<file path="config.mk">
export PLATFORM = sky130hd
export DESIGN_NAME = irq_status_ctrl
export DESIGN_NICKNAME = d
export VERILOG_FILES = /design/src/rtl/isc_pkg.sv /design/src/rtl/isc_msb_edge.sv /design/src/rtl/isc_flag_bank.sv /design/src/rtl/isc_read_mux.sv /design/src/rtl/irq_status_ctrl.sv
export SDC_FILE = /design/constraint.sdc
export NUM_CORES = 1
export LEC_CHECK = 0
export ABC_AREA = 0
export CAP_MARGIN = 20
export CELL_PAD_IN_SITES_DETAIL_PLACEMENT = 1
export CELL_PAD_IN_SITES_GLOBAL_PLACEMENT = 1
export CORE_AREA = 3 3 75 77
export DETAILED_ROUTE_END_ITERATION = 10
export DIE_AREA = 0 0 78 80
export GPL_TIMING_DRIVEN = 1
export PLACE_DENSITY = 0.82
export SLEW_MARGIN = 15
export SYNTH_ARGS = -nofsm -noshare
export SYNTH_HDL_FRONTEND = slang
export SYNTH_SLANG_ARGS = --single-unit
</file>
<file path="constraint.sdc">
create_clock -name clk -period 2 [get_ports clk]
set_clock_uncertainty 0.1 [all_clocks]
set_input_delay 0.4 -clock clk [delete_from_list [all_inputs] [get_ports clk]]
set_output_delay 0.4 -clock clk [all_outputs]
set_load 0.05 [all_outputs]
</file>
<file path="src/rtl/isc_pkg.sv">
package isc_pkg;
  localparam int STAT_W    = 16;
  localparam int NUM_PHASE = 3;
  localparam int NUM_ACC   = 2;

  localparam int B_AEHF  = 0;
  localparam int B_SAG   = 1;
  localparam int B_ZXTO  = B_SAG + NUM_PHASE;
  localparam int B_ZX    = B_ZXTO + NUM_PHASE;
  localparam int B_LCYC  = B_ZX + NUM_PHASE;
  localparam int B_RST   = B_LCYC + 1;
  localparam int B_VPK   = B_RST + 1;
  localparam int B_IPK   = B_VPK + 1;
  localparam int B_WAVE  = B_IPK + 1;
  localparam int B_VAEHF = B_WAVE + 1;

  typedef logic [STAT_W-1:0] stat_t;
endpackage

</file>
<file path="src/rtl/isc_msb_edge.sv">
module isc_msb_edge #(
  parameter int N = 2
) (
  input  logic         clk,
  input  logic         rst_n,
  input  logic [N-1:0] msb,
  output logic [N-1:0] rise
);
  logic         armed_q, armed_d;
  logic [N-1:0] msb_q, msb_d;

  always_comb begin
    armed_d = 1'b1;
    msb_d   = msb;
  end

  always_ff @(posedge clk or negedge rst_n) begin
    if (!rst_n) begin
      armed_q <= 1'b0;
      msb_q   <= '0;
    end else begin
      armed_q <= armed_d;
      msb_q   <= msb_d;
    end
  end

  for (genvar g = 0; g < N; g++) begin : g_edge
    assign rise[g] = armed_q & msb[g] & ~msb_q[g];
  end
endmodule

</file>
<file path="src/rtl/isc_flag_bank.sv">
module isc_flag_bank #(
  parameter int W = 16
) (
  input  logic         clk,
  input  logic         rst_n,
  input  logic [W-1:0] set_vec,
  input  logic         clr,
  output logic [W-1:0] flags
);
  logic [W-1:0] flag_q, flag_d;

  for (genvar g = 0; g < W; g++) begin : g_bit
    always_comb begin
      flag_d[g] = set_vec[g] | (flag_q[g] & ~clr);
    end
  end

  always_ff @(posedge clk or negedge rst_n) begin
    if (!rst_n) flag_q <= '0;
    else        flag_q <= flag_d;
  end

  assign flags = flag_q;
endmodule

</file>
<file path="src/rtl/isc_read_mux.sv">
module isc_read_mux #(
  parameter int          W           = 16,
  parameter int          ADDR_W      = 8,
  parameter logic [ADDR_W-1:0] STATUS_ADDR = 8'h10,
  parameter logic [ADDR_W-1:0] CLEAR_ADDR  = 8'h11,
  parameter logic [ADDR_W-1:0] MASK_ADDR   = 8'h12
) (
  input  logic              rd_en,
  input  logic [ADDR_W-1:0] addr,
  input  logic [W-1:0]      flags,
  input  logic [W-1:0]      mask,
  output logic [W-1:0]      rdata
);
  always_comb begin
    rdata = '0;
    if (rd_en) begin
      if (addr == STATUS_ADDR || addr == CLEAR_ADDR) rdata = flags;
      else if (addr == MASK_ADDR)                    rdata = mask;
    end
  end
endmodule

</file>
<file path="src/rtl/irq_status_ctrl.sv">
module irq_status_ctrl #(
  parameter int ADDR_W = 8,
  parameter logic [ADDR_W-1:0] STATUS_ADDR = 8'h10,
  parameter logic [ADDR_W-1:0] CLEAR_ADDR  = 8'h11,
  parameter logic [ADDR_W-1:0] MASK_ADDR   = 8'h12
) (
  input  logic                      clk,
  input  logic                      rst_n,
  input  logic [isc_pkg::NUM_PHASE-1:0] evt_sag,
  input  logic [isc_pkg::NUM_PHASE-1:0] evt_zxto,
  input  logic [isc_pkg::NUM_PHASE-1:0] evt_zx,
  input  logic                      evt_lcyc,
  input  logic                      evt_rst,
  input  logic                      evt_vpeak,
  input  logic                      evt_ipeak,
  input  logic                      evt_wave,
  input  logic [isc_pkg::NUM_ACC-1:0] acc_msb,
  input  logic                      rd_en,
  input  logic                      wr_en,
  input  logic [ADDR_W-1:0]         addr,
  input  logic [isc_pkg::STAT_W-1:0] wdata,
  output logic [isc_pkg::STAT_W-1:0] rdata,
  output logic                      irq_n
);
  import isc_pkg::*;

  localparam int NP = NUM_PHASE;

  logic [NUM_ACC-1:0] acc_rise;
  stat_t set_vec, flag_q, mask_q, mask_d;
  logic  clr, mask_we;

  isc_msb_edge #(.N(NUM_ACC)) u_edge (
    .clk  (clk),
    .rst_n(rst_n),
    .msb  (acc_msb),
    .rise (acc_rise)
  );

  always_comb begin
    set_vec                 = '0;
    set_vec[B_AEHF]         = acc_rise[0];
    set_vec[B_SAG  +: NP]   = evt_sag;
    set_vec[B_ZXTO +: NP]   = evt_zxto;
    set_vec[B_ZX   +: NP]   = evt_zx;
    set_vec[B_LCYC]         = evt_lcyc;
    set_vec[B_RST]          = evt_rst;
    set_vec[B_VPK]          = evt_vpeak;
    set_vec[B_IPK]          = evt_ipeak;
    set_vec[B_WAVE]         = evt_wave;
    set_vec[B_VAEHF]        = acc_rise[1];
  end

  assign clr     = rd_en & (addr == CLEAR_ADDR);
  assign mask_we = wr_en & (addr == MASK_ADDR);

  isc_flag_bank #(.W(STAT_W)) u_flags (
    .clk    (clk),
    .rst_n  (rst_n),
    .set_vec(set_vec),
    .clr    (clr),
    .flags  (flag_q)
  );

  always_comb begin
    mask_d = mask_q;
    if (mask_we) mask_d = wdata;
  end

  always_ff @(posedge clk or negedge rst_n) begin
    if (!rst_n) mask_q <= '0;
    else        mask_q <= mask_d;
  end

  isc_read_mux #(
    .W(STAT_W), .ADDR_W(ADDR_W),
    .STATUS_ADDR(STATUS_ADDR), .CLEAR_ADDR(CLEAR_ADDR), .MASK_ADDR(MASK_ADDR)
  ) u_rd (
    .rd_en(rd_en),
    .addr (addr),
    .flags(flag_q),
    .mask (mask_q),
    .rdata(rdata)
  );

  assign irq_n = ~|(flag_q & mask_q);
endmodule

</file>
After elaboration in Yosys (flattened, before gate mapping) --
Index checks and enable logic that the tools add are counted.
Cells by class: equal/unequal tests 3, muxes and demuxes 3, bitwise gates (word level) 42, reductions and logical operators 3
Operators by type and width (count):
- 16-bit two-way mux | 3
- 8-bit by 5-bit equality test with 1-bit output (second input constant) | 3
- 1-bit bitwise AND | 22
- 16-bit bitwise AND | 1
- 1-bit bitwise OR | 16
- 16-bit OR reduction | 1
- 1-bit NOT | 3
- 1-bit logical NOT | 1
- 1-bit logical OR | 1
Storage, ports and cells: register bits after elaboration 35, output and inout bits 17, word-level logic and storage cells 55

Logic depth before layout (Yosys ltp) --
Gate-level depths: netlist (run 1).
depth in word-level cells 5, gate-level depth with buffers 5

Cells and area by module --
A second synthesis (run 1) with hierarchy kept.
Unflattened totals: cells, all modules 148, area total of the unflattened synthesis 1875.5 µm²
Modules (own cells, without submodules):
- irq_status_ctrl | times used 1, cells an instance 50, area an instance 768.2 µm², seq. area each 400.4 µm²
- isc_flag_bank | times used 1, cells an instance 34, area an instance 543.0 µm², seq. area each 400.4 µm²
- isc_read_mux | times used 1, cells an instance 58, area an instance 467.9 µm², seq. area each 0.0 µm²
- isc_msb_edge | times used 1, cells an instance 6, area an instance 96.3 µm², seq. area each 75.1 µm²

Worst setup path after synthesis (run 1) --
OpenSTA, ideal clock, no wires.
path kind input-to-output, start point input port addr[0], end point output port rdata[10] (netlist name), data arrival time 2.413 ns, required time 1.500 ns, setup slack -0.913 ns, stages 5, path buffers 2, path through nor4bb_1 clkbuf_1 clkbuf_1 nand3_1 a21boi_0
Between the ends: cells in the longest elaborated chain, start to end 4, elaborated cells on any way between the ends 7
RTL lines:
- start: declaration | RTL line irq_status_ctrl.sv:20 | input logic [ADDR_W-1:0] addr,
- 8-bit by 5-bit equality test with 1-bit output, on equally long branches | RTL line isc_read_mux.sv:18, isc_read_mux.sv:17
- 16-bit two-way mux or 1-bit logical OR (tied branches) | RTL line isc_read_mux.sv:18, isc_read_mux.sv:17
- 16-bit two-way mux (*) | RTL line isc_read_mux.sv:17 | if (addr == STATUS_ADDR || addr == CLEAR_ADDR) rdata = flags;
- 16-bit two-way mux (*) | RTL line isc_read_mux.sv:16 | if (rd_en) begin
- end: declaration | RTL line irq_status_ctrl.sv:22 | output logic [isc_pkg::STAT_W-1:0] rdata,
Every way passes the cells marked *; elsewhere a longest branch is shown, timed or not.

Worst setup path in the final report (run 1) --
start point input port addr[6], end point output port rdata[7] (netlist name)
The elaborated chain is that of the path after synthesis.

==> results.tsv, run 1 <==
metric	value	unit
path_class	in2out	
power_density	481	nW/µm²
min_path_cells	1	
detail_route.wl_per_cell	27.3	µm
stdcell_area	3440	µm²
p_clk_share	33.2	%
io_buffers	60	
rows	26	
cap_viol_max_count	0	
syn_area	1660	µm²
die_w	78	µm
rr_startpoint	mask_q[14]$_DFFE_PN0P_	
cts_buffers	5	
hp-class	reg2reg	
initial_core_util	32.7	%
coreArea	5070	µm²
area.growth.synth_to_final	107	%
slew_violations	0	
drive_above_1_share	58.1	%
grt_pass1_vias	1814	
drtIter0Drc	64	
avgSynthCellArea	11.6	µm²
overflow	0	
min_from	u_edge.msb_q[1]$_DFF_PN0_	
ys.warnings.count	0	
grt_pass1_wl	11000	µm
die_y	80	µm
ys_seq_area_share	52.8	%
drc	0	
place.gp.congestion	0.734	
diodes	0	
min_period_over_period	112	%
synth_area_leaders	dfrtp_1, mux2_2, nand3_1, a21boi_0, a21o_1	
fp.dieArea	6240	µm²
track_usage	24.0	%
violations	setup timing	
worstPathCellList	buf_6 > nor4_4 > buf_6 > buf_12 > nand3_1 > a21boi_4 > buf_12	
synthTopCellsByCount	dfrtp_1, nand3_1, a21boi_0, mux2_2, a21o_1	
path_max_fanout	9	
syn_nets	187	
setup_viol	17	
antenna_found_initial	0	
p_leak	1.26	nW
via_per_inst	5.56	
vias	1663	
run_status	finished with violations	
critPathBufInv	4	
reg2reg_slack	0.94	ns
yosysTopAreaCell	dfrtp_1	
synth_top_area_share	52.8	%
cp_top_family	buffers and inverters	
drt_pass1_iterations	4	
ys_ff_latch	35	
ios	61	
power.total	1.65	mW
place_area	2770	µm²
clock-sinks	35	
p_switching	0.455	mW
path_clk_slew	0.07	ns
clk-insertion-delay-late	0.30	ns
hold_buffers	0	
switching_share	27.6	%
worstReg2RegEnd	mask_q[14]$_DFFE_PN0P_	
root_buffer	clkbuf_8	
period_minus_slack	2.25	ns
ant_nets	0	
hpwl	3770	µm
clock_path_buffers	2	
fin_nets	273	
rr_worst_depth	2	
worstPathArrival	1.75	ns
slowest_stage	nor4_4	
startpoint_type	primary input	
htreeDepth	2	
min_delay_worst_endpoint	u_flags.flags[15]$_DFF_PN0_	
power_frac_comb	21.1	%
fin_ws	-0.248	ns
synth_most_common_cell	dfrtp_1	
cts_tree	built	
hold_slack	0.344	ns
synth_edf_count	0	
synthCells	143	
max_stage_delay	0.39	ns
synthArstFlopShare	100	%
hold_viol	0	
p_int	1.20	mW
cp_num_cells	7	
ir_drop	0.490	mV
synth_flop_cell	dfrtp_1	
synthDistinctLibCells	19	
drt-total-wl	8170	µm
seq_power_share	45.6	%
clock.fmax	445	MHz
rsz0062_at_grt	yes	
cp-end-kind	output port	
cp_data_required_time	1.50	ns
grt_max_degree	36	
## worst max path at each step
stage	startpoint	to	slack, ns
floorplan	addr[7]	rdata[10]	-0.04
global placement	addr[4]	rdata[14]	-0.41
detailed placement	addr[7]	rdata[4]	-0.51
CTS	addr[2]	rdata[8]	-0.18
global route	addr[7]	rdata[7]	-0.27
finish	addr[6]	rdata[7]	-0.25
## power groups by stage
stage / Combinational, mW / Clock, mW / Sequential, mW
floorplan: 0.103 / 0 / 0.751
global placement: 0.270 / 0 / 0.756
detailed placement: 0.275 / 0 / 0.757
CTS: 0.308 / 0.538 / 0.748
global route: 0.365 / 0.578 / 0.756
finish: 0.349 / 0.549 / 0.754
## timing repair
item,CTS,global route
setup endpoints to repair,17,33
buffers inserted,8,10
hold endpoints to repair,0,0
gates cloned,3,0
pin swaps,23,21
gates resized for setup,76,40
## worst reg2reg max path: cells and delay by family, from the launching register on
family                 cells  cell delay (ns)
DFF                        1             0.44
muxes                      1             0.27
buffers and inverters      1             0.14
## state kept, by name (all words and copies together), names as in the netlist
register	cells
u_flags.flags	16
mask_q	16
u_edge.msb_q	2
u_edge.armed_q	1
## metrics by stage
step                      instances  setup slack (ns)  util (%)  setup TNS, ns
after floorplan                 143           -0.0374         -         -0.577
after global placement          272            -0.409      54.5         -11.17
after detailed placement        272            -0.512      54.5         -14.72
after CTS                       290            -0.178      63.3          -2.53
after global routing            299            -0.275      67.7          -3.91
final                           299            -0.248      67.7          -3.38
## area by class of cell
cell class | instances | area, µm²
fill | 448 | 1640
multi-input combinational | 99 | 1270
timing repair buffer | 88 | 1110
sequential | 35 | 881
tap | 70 | 87.6
clock buffer | 6 | 82.6
clock inverter | 1 | 5.00
## cell usage in the layout (no fill, tap or decap), drive strengths merged
cell,synthesis,routed
a21boi,16,16
dfrtp,35,35
clkinv,0,1
nor2b,2,2
nand2,2,2
o2bb2ai,2,2
nand4,2,2
a22o,4,4
nor4,1,1
clkbuf,8,8
a221oi,4,4
clkdlybuf4s15,0,1
a21o,14,14
clkdlybuf4s50,0,35
nand3,32,32
conb,1,1
nor3b,1,1
mux2,16,16
nor4bb,1,1
buf,1,50
and4,1,1
## logic make-up after synthesis
family / Yosys count / share of synthesized area (%)
flip-flops: 35 / 52.8
other: 1 / 0.226
multiplexers: 16 / 10.9
AO/OA/AOI/OAI: 40 / 18.9
buffers and inverters: 9 / 2.11
AND/OR/NAND/NOR: 42 / 15.2
## routing by layer
| layer | wire length (µm) | GRT usage (%) | vias to the layer above |
|---|---|---|---|
| met5 | 0 | 0 | - |
| met4 | 121 | 7.87 | 0 |
| met3 | 435 | 6.21 | 15 |
| met2 | 4280 | 42.3 | 66 |
| met1 | 3330 | 28.4 | 862 |
| li1 | - | - | 720 |
Power figures use the tool's default switching activity.
==> run 2: changes to the inputs <==
--- a/config.mk
+++ b/config.mk
@@ -9,12 +9,11 @@
 export CAP_MARGIN = 20
 export CELL_PAD_IN_SITES_DETAIL_PLACEMENT = 1
 export CELL_PAD_IN_SITES_GLOBAL_PLACEMENT = 1
-export CORE_AREA = 3 3 75 77
+export CORE_AREA = 2 2 74 76
 export DETAILED_ROUTE_END_ITERATION = 10
-export DIE_AREA = 0 0 78 80
+export DIE_AREA = 0 0 76 78
 export GPL_TIMING_DRIVEN = 1
 export PLACE_DENSITY = 0.82
-export SLEW_MARGIN = 15
 export SYNTH_ARGS = -nofsm -noshare
 export SYNTH_HDL_FRONTEND = slang
 export SYNTH_SLANG_ARGS = --single-unit
==> results.tsv, run 2 (synthesis results as in run 1) <==
metric	value	unit
run_status	finished with violations	
violations	setup timing	
diodes	0	
drt_pass1_iterations	4	
drive_above_1_share	59.9	%
fp.dieArea	5930	µm²
overflow	0	
worstReg2RegEnd	u_flags.flags[8]$_DFF_PN0_	
slowest_stage	nor4_4	
clock_path_buffers	2	
hp-class	reg2reg	
layout_commonest_cell	clkdlybuf4s50_1	
die_w	76	µm
cts_tree	built	
max_stage_delay	0.23	ns
nFillCells	441	
grt_pass1_wl	12800	µm
vias	1791	
area.growth.synth_to_final	114	%
p_leak	1.30	nW
grt_max_degree	36	
fin_nets	285	
min_delay_worst_endpoint	u_flags.flags[15]$_DFF_PN0_	
hold_slack	0.318	ns
period_minus_slack	2.23	ns
min_period_over_period	111	%
min_path_cells	1	
cp-end-kind	output port	
power_density	467	nW/µm²
via_per_inst	5.74	
slew_violations	0	
path_max_fanout	8	
track_usage	29.4	%
fin_setup_tns	-3.26	ns
initial_core_util	32.9	%
final_cell_mix	clkdlybuf4s50_1, dfrtp_1, buf_4	
clk-insertion-delay-late	0.30	ns
register_area	878	µm²
path_clk_slew	0.08	ns
min_from	u_edge.msb_q[1]$_DFF_PN0_	
power.total	1.66	mW
io_buffers	60	
htreeDepth	2	
antenna_found_initial	0	
place.gp.congestion	0.802	
multi_input_area	1330	µm²
rsz0062_at_grt	yes	
path_class	in2out	
hold_viol	0	
detail_route.wl_per_cell	30.3	µm
grt_pass1_vias	2023	
cap_viol_max_count	0	
rr_worst_depth	3	
fin_ws	-0.226	ns
drtIter0Drc	92	
clock.fmax	449	MHz
reg2reg_slack	0.91	ns
rr_startpoint	u_flags.flags[8]$_DFF_PN0_	
ios	61	
die_y	78	µm
ant_nets	0	
startpoint_type	primary input	
ir_drop	0.376	mV
worstPathArrival	1.73	ns
root_buffer	clkbuf_8	
path_common_cell	buf_12	
drt-total-wl	9440	µm
clock-sinks	35	
worstPathCellList	clkdlybuf4s15_1 > nor4_4 > buf_6 > buf_12 > nand3_2 > a21boi_4 > buf_12	
rows	26	
setup_viol	39	
hpwl	4190	µm
hold_buffers	0	
coreArea	5040	µm²
cts_buffers	5	
cp_data_required_time	1.50	ns
drc	0	
-- run 2: cell types whose count changed in the layout (fill, tap and decap cells not counted), sizes merged --
cell,delta
clkbuf,-1
buf,+14
-- run 2: layout make-up --
type	instances	area share [%]
multi-input cells	99	37.5
repair buffers	100	33.0
flip-flops and latches	35	24.7
well taps	70	2.47
clock buffers	7	2.15
clock inverters	1	0.141
-- run 2: metal layers --
metal	track usage [%]	vias up	wire (µm)	part of all wire, %
met2	51.8	103	4650	49
met5	0	-	0	0
met3	6.40	37	652	6.9
li1	-	737	-	-
met4	11.3	0	428	4.5
met1	35.3	914	3710	39
-- run 2: what timing repair did --
item | 4_1_cts | 5_1_grt
pin swaps | 32 | 11
resized for setup | 123 | 7
hold endpoints to repair | 0 | 0
buffers inserted | 16 | 5
setup endpoints to repair | 49 | 17
gates cloned | 4 | 0
-- run 2: how the worst max path moves through the flow --
stage	start	endpoint	slack, ns	cells after the start
3_3_place_gp	addr[4]	rdata[14]	-0.41	6
2_1_floorplan	addr[7]	rdata[10]	-0.04	4
4_1_cts	addr[2]	rdata[4]	-0.11	7
6_report	addr[7]	rdata[13]	-0.23	7
5_1_grt	addr[7]	rdata[13]	-0.25	7
3_5_place_dp	addr[7]	rdata[11]	-0.47	6
-- run 2: through the flow --
step	utilization, %	setup WS (ns)	std cells	area (µm²)
after CTS	69.0	-0.106	307	3480
after global routing	70.4	-0.253	312	3550
after global placement	55.2	-0.408	279	2780
final	70.4	-0.226	312	3550
after detailed placement	55.2	-0.468	279	2780
after floorplan	-	-0.0374	143	1850
-- run 2: power breakdown --
| part | total (mW) | leakage [nW] | switching (mW) | internal [mW] |
|---|---|---|---|---|
| combinational | 0.374 | 0.866 | 0.171 | 0.203 |
| sequential | 0.753 | 0.394 | 0.0254 | 0.727 |
| clock | 0.531 | 0.0422 | 0.286 | 0.245 |
| total | 1.66 | 1.30 | 0.483 | 1.18 |
-- run 2: critical path: cells and delay by family --
family / cells / cell delay [ns]
compound gates: 1 / 0.22
buf+inv: 4 / 0.75
simple gates: 2 / 0.35
